$ cat config.mk
export PLATFORM = sky130hd
export DESIGN_NAME = cursor_addr_counter
export DESIGN_NICKNAME = d
export VERILOG_FILES = /design/src/rtl/cac_pkg.sv /design/src/rtl/cac_ctrl.sv /design/src/rtl/cac_lane.sv /design/src/rtl/cursor_addr_counter.sv
export SDC_FILE = /design/constraint.sdc
export NUM_CORES = 1
export LEC_CHECK = 0
export BUFFER_PORTS_ARGS = -buffer_cell sky130_fd_sc_hd__buf_2
export CAP_MARGIN = 10
export CORE_MARGIN = 4
export CORE_UTILIZATION = 54
export CTS_CLUSTER_SIZE = 10
export DETAILED_ROUTE_END_ITERATION = 8
export GPL_ROUTABILITY_DRIVEN = 0
export PLACE_DENSITY = 0.83
export SLEW_MARGIN = 0
export SYNTH_ARGS = -nofsm -noshare
export SYNTH_HDL_FRONTEND = slang
export SYNTH_SLANG_ARGS = --single-unit
$ cat constraint.sdc
create_clock -name clk -period 3.5 [get_ports clk]
set_clock_uncertainty 0.2 [all_clocks]
set_input_delay 0.35 -clock clk [delete_from_list [all_inputs] [get_ports clk]]
set_output_delay 0.35 -clock clk [all_outputs]
set_load 0.1 [all_outputs]
$ cat src/rtl/cac_pkg.sv
package cac_pkg;

    // Operation applied to one byte lane in a cycle
    typedef enum logic [1:0] {
        LANE_HOLD = 2'd0,
        LANE_LOAD = 2'd1,
        LANE_STEP = 2'd2
    } lane_cmd_e;

endpackage

$ cat src/rtl/cac_ctrl.sv
module cac_ctrl
    import cac_pkg::*;
(
    input  logic      ld_lo,
    input  logic      ld_hi,
    input  logic      step,
    input  logic      lo_carry,
    output lane_cmd_e lo_cmd,
    output lane_cmd_e hi_cmd
);

    // Low lane: its own load wins; a step is taken only when no load is pending
    always_comb begin
        if (ld_lo) begin
            lo_cmd = LANE_LOAD;
        end else if (step && !ld_hi) begin
            lo_cmd = LANE_STEP;
        end else begin
            lo_cmd = LANE_HOLD;
        end
    end

    // High lane: an explicit load overrides the ripple carry from below
    always_comb begin
        if (ld_hi) begin
            hi_cmd = LANE_LOAD;
        end else if (lo_carry) begin
            hi_cmd = LANE_STEP;
        end else begin
            hi_cmd = LANE_HOLD;
        end
    end

endmodule

$ cat src/rtl/cac_lane.sv
module cac_lane
    import cac_pkg::*;
#(
    parameter int W = 8
) (
    input  logic          clk,
    input  logic          rst,
    input  lane_cmd_e     cmd,
    input  logic [W-1:0]  din,
    output logic [W-1:0]  q,
    output logic          carry
);

    logic [W-1:0] nxt;

    always_comb begin
        unique case (cmd)
            LANE_LOAD: nxt = din;
            LANE_STEP: nxt = q + W'(1);
            default:   nxt = q;
        endcase
    end

    // Ripple rule: a falling top bit, whatever its cause, feeds the next lane
    assign carry = q[W-1] & ~nxt[W-1];

    always_ff @(posedge clk) begin
        if (rst) begin
            q <= '0;
        end else begin
            q <= nxt;
        end
    end

endmodule

$ cat src/rtl/cursor_addr_counter.sv
module cursor_addr_counter
    import cac_pkg::*;
#(
    parameter int BYTE_W = 8
) (
    input  logic                  clk,
    input  logic                  rst,
    input  logic                  ld_lo,
    input  logic                  ld_hi,
    input  logic                  step,
    input  logic [BYTE_W-1:0]     din,
    output logic [2*BYTE_W-1:0]   addr
);

    localparam int ADDR_W = 2 * BYTE_W;

    lane_cmd_e         lo_cmd;
    lane_cmd_e         hi_cmd;
    logic              lo_carry;
    logic              hi_carry_unused;
    logic [BYTE_W-1:0] lo_q;
    logic [BYTE_W-1:0] hi_q;

    cac_ctrl u_ctrl (
        .ld_lo    (ld_lo),
        .ld_hi    (ld_hi),
        .step     (step),
        .lo_carry (lo_carry),
        .lo_cmd   (lo_cmd),
        .hi_cmd   (hi_cmd)
    );

    cac_lane #(.W(BYTE_W)) u_lo (
        .clk   (clk),
        .rst   (rst),
        .cmd   (lo_cmd),
        .din   (din),
        .q     (lo_q),
        .carry (lo_carry)
    );

    cac_lane #(.W(BYTE_W)) u_hi (
        .clk   (clk),
        .rst   (rst),
        .cmd   (hi_cmd),
        .din   (din),
        .q     (hi_q),
        .carry (hi_carry_unused)
    );

    assign addr = {hi_q, lo_q};

    initial begin
        if (ADDR_W != 2 * BYTE_W) $error("address width mismatch");
    end

endmodule

==> summary.md <==
| Metric | Value |
|---|---|
| Status | completed |
| EDFF count, synth | 0 |
| Drt initial violations | 26 |
| Final instance area | 1170 um2 |
| Vias in the first global route | 982 |
| Number of port buffers | 28 |
| Initial Util | 57.1% |
| Largest family of logic cells by synthesized area | compound AO/OA/AOI/OAI gates |
| Fill cell total of the finished layout | 172 |
| Routed Wire Length | 2540 um |
| CP max-delay cell | o311ai_2 |
| WP depth | 4 |
| CP endpoint | u_hi.q[7] |
| Fin crit period | 1900 ps |
| Critical path origin | u_lo.q[4] |
| Number of remaining DRC errors | 0 |
| Synthesized netlist cell count | 117 |
| Largest buffer count on any clock path | 2 |
| Compound-Gate Fraction of Synth Area | 29.3% |
| CP Launch Type | flop |
| WS Path Type | reg2reg |
| Share of the synthesized area in the top cell type | 32.5% |
| Rows | 15 |
| GR met3 Demand/Resource | 4.15% |
| Share of cells above drive strength 1 | 27.1% |
| Seq cells post-synth | 16 |
| Worst Reg-to-Reg Cells | 4 |
| Worst ir drop on vdd | 0.000274 V |
| Post_cts resized | 0 |
| N_diodes | 0 |
| Final hold vios | 0 |
| Net count after synthesis | 132 |
| Drt first pass iters | 4 |
| Die area | 2570 um2 |
| Worst EP arrival | 1890 ps |
| Register area share after synthesis | 32.5% |
| Xor-xnor portion of the synthesized cell area | 4.44% |
| Ys Warns | 0 |
| Commonest cells in the netlist | dfxtp_1 (16), nor2_1 (11), nand2_1 (8) |
| Layout Cells excl Fill | 169 |
| Synth top area cells | dfxtp_1 (32%), nor2_1 (4.2%), o211a_1 (4.1%) |
| Die Ht | 50.7 um |
| Skew-Pair Late Insertion Delay | 290 ps |
| Max stage delay on crit path | 450 ps |
| H-tree levels | 1 |
| Via density | 6.18 |
| Synth area leader | dfxtp_1 |
| Internal power | 293 uW |
| Dpl hpwl | 1860 um |
| Mapped Area | 986 um2 |
| Count of final max-slew check failures | 0 |
| Logic pwr share | 33.0% |
| Most Crowded Layer GR | met2 |
| CTS Hold Buffers Added | 0 |
| Placed cell area | 1140 um2 |
| Main synth FF type | dfxtp_1 |
| Vias post-DR | 1045 |
| Crit Reg-Reg Endpoint | u_hi.q[7] |
| Core area | 1730 um2 |
| RSZ-0062 raised after global routing | false |
| DR WL/cell | 15.0 um |
| Root Driver | clkbuf_4 |
| Crit share post-route | 54.4% |
| Achievable Freq | 526 MHz |
| Met1 Usage GRT | 30.4% |
| Worst-Margin Slew | 489 ps |
| CP Capture Type | flop |
| DRT antenna net count | 0 |
| CTS tree | built |
| Synth cell types | 43 |
| Met2 GRT Util | 32.6% |
| Max-cap violation count | 0 |
| Rel. slew slack | 67.6% |
| Reg-to-reg startpoint | u_lo.q[4] |
| Area growth syn-to-layout | 18.9% |
| Psw | 210 uW |
| Gr usage total | 21.9% |
| Total power | 503 uW |
| Largest net degree at the start of global routing | 16 |
| Post-synthesis mux area share | 1.02% |
| Sequential share of power | 42.4% |
| Initial antenna violation count | 0 |
| CP bufs+invs | 0 |
| Cell Pwr Density | 429 nW/um2 |
| Critical path fanouts, max | 6 |
| Post-synthesis area per instance | 8.43 um2 |
| Switching share of power | 41.8% |
| Crit path cell chain | nand4_2, o311ai_2, nor2_1, a221o_1 |
| Ys async rst share | 0% |
| TNS Setup | 0 ps |
| Clock Power Share | 24.6% |
| Top-count cell post-synth | dfxtp_1 |
| Leakage | 0.000552 uW |
| Critical path's top delay family | compound AO/OA/AOI/OAI gates |
| Nets | 160 |
| Setup Viol. Count Final | 0 |
| Placed instance count | 165 |
| I/O pin count | 29 |
| Adder-cell share of the synthesized area | 2.54% |
| Post-CTS setup buffers | 0 |
| Grt ovf | 0 |
| Die width | 50.7 um |
| First-pass GRT wire length | 4340 um |
| Worst-path clk slew | 100 ps |
| CTS buffer count | 3 |
| Reg2Reg Setup Slack | 1600 ps |
| Hold WC Path Type | in2reg |
| Data required, critical path | 3490 ps |
| Simple-Gate Fraction of Synth Area | 26.1% |
| TritonCTS Sinks | 16 |
-- area by class of cell --
type / instances / area (um2) / area share [%]
Multi-Input combinational cell: 91 / 626 / 53.4
Sequential cell: 16 / 320 / 27.3
Clock buffer: 4 / 36.3 / 3.09
Timing Repair Buffer: 28 / 140 / 12.0
Tap cell: 25 / 31.3 / 2.67
Inverter: 5 / 18.8 / 1.60
-- registers in the layout, indices dropped and copies added, names as in the netlist --
signal	flops
u_hi.q	8
u_lo.q	8
-- stage by stage --
stage	setup slack, ps	utilization [%]	hold WS (ps)
after detailed placement	1650	65.8	342
after global placement	1680	65.8	321
after CTS	1620	67.9	95.3
after floorplan	1040	-	288
final	1600	67.9	95.4
after global routing	1480	67.9	104
-- worst min-delay path by stage --
stage | start | endpoint | slack [ps] | cells past startpoint
3_5_place_dp | u_hi.q[2] | u_hi.q[2] | 340 | 2
5_1_grt | din[0] | u_lo.q[0] | 100 | 2
2_1_floorplan | din[7] | u_hi.q[7] | 290 | 1
6_report | din[0] | u_lo.q[0] | 100 | 2
4_1_cts | din[0] | u_lo.q[0] | 100 | 2
3_3_place_gp | u_hi.q[7] | u_hi.q[7] | 320 | 1
-- cells by family (layout without fill, tap and decap cells) --
group                    after synthesis  after routing
flip-flops                            16             16
adder cells (fa/ha/maj)                2              2
AO/OA/AOI/OAI                         36             36
buffers and inverters                 10             37
XOR/XNOR                               5              5
multiplexers                           1              1
AND/OR/NAND/NOR                       47             47
-- power by group through the flow --
stage | Clock (uW) | Combinational (uW) | Sequential [uW]
3_3_place_gp | 0 | 163 | 216
5_1_grt | 133 | 174 | 216
4_1_cts | 124 | 166 | 213
3_5_place_dp | 0 | 165 | 217
6_report | 124 | 166 | 213
2_1_floorplan | 0 | 43.0 | 307
-- routing by layer --
| metal | vias to the layer above | share of wire [%] |
|---|---|---|
| li1 | 501 | - |
| met1 | 489 | 46 |
| met2 | 49 | 45 |
| met3 | 6 | 6.8 |
| met4 | 0 | 2.0 |
| met5 | - | 0 |
-- layout by cell type, fill, tap and decap left out, drive strengths merged, types with 3 or more instances in the layout --
| master | n |
|---|---|
| nand3b | 3 |
| nand2 | 8 |
| nor2 | 11 |
| o21ai | 8 |
| a311oi | 3 |
| o21a | 3 |
| o211a | 4 |
| buf | 28 |
| or3 | 3 |
| and3 | 3 |
| dfxtp | 16 |
| nor3 | 7 |
| inv | 5 |
| xnor2 | 3 |
| a211oi | 5 |
| clkbuf | 4 |
(Power assumes the default switching activity.)
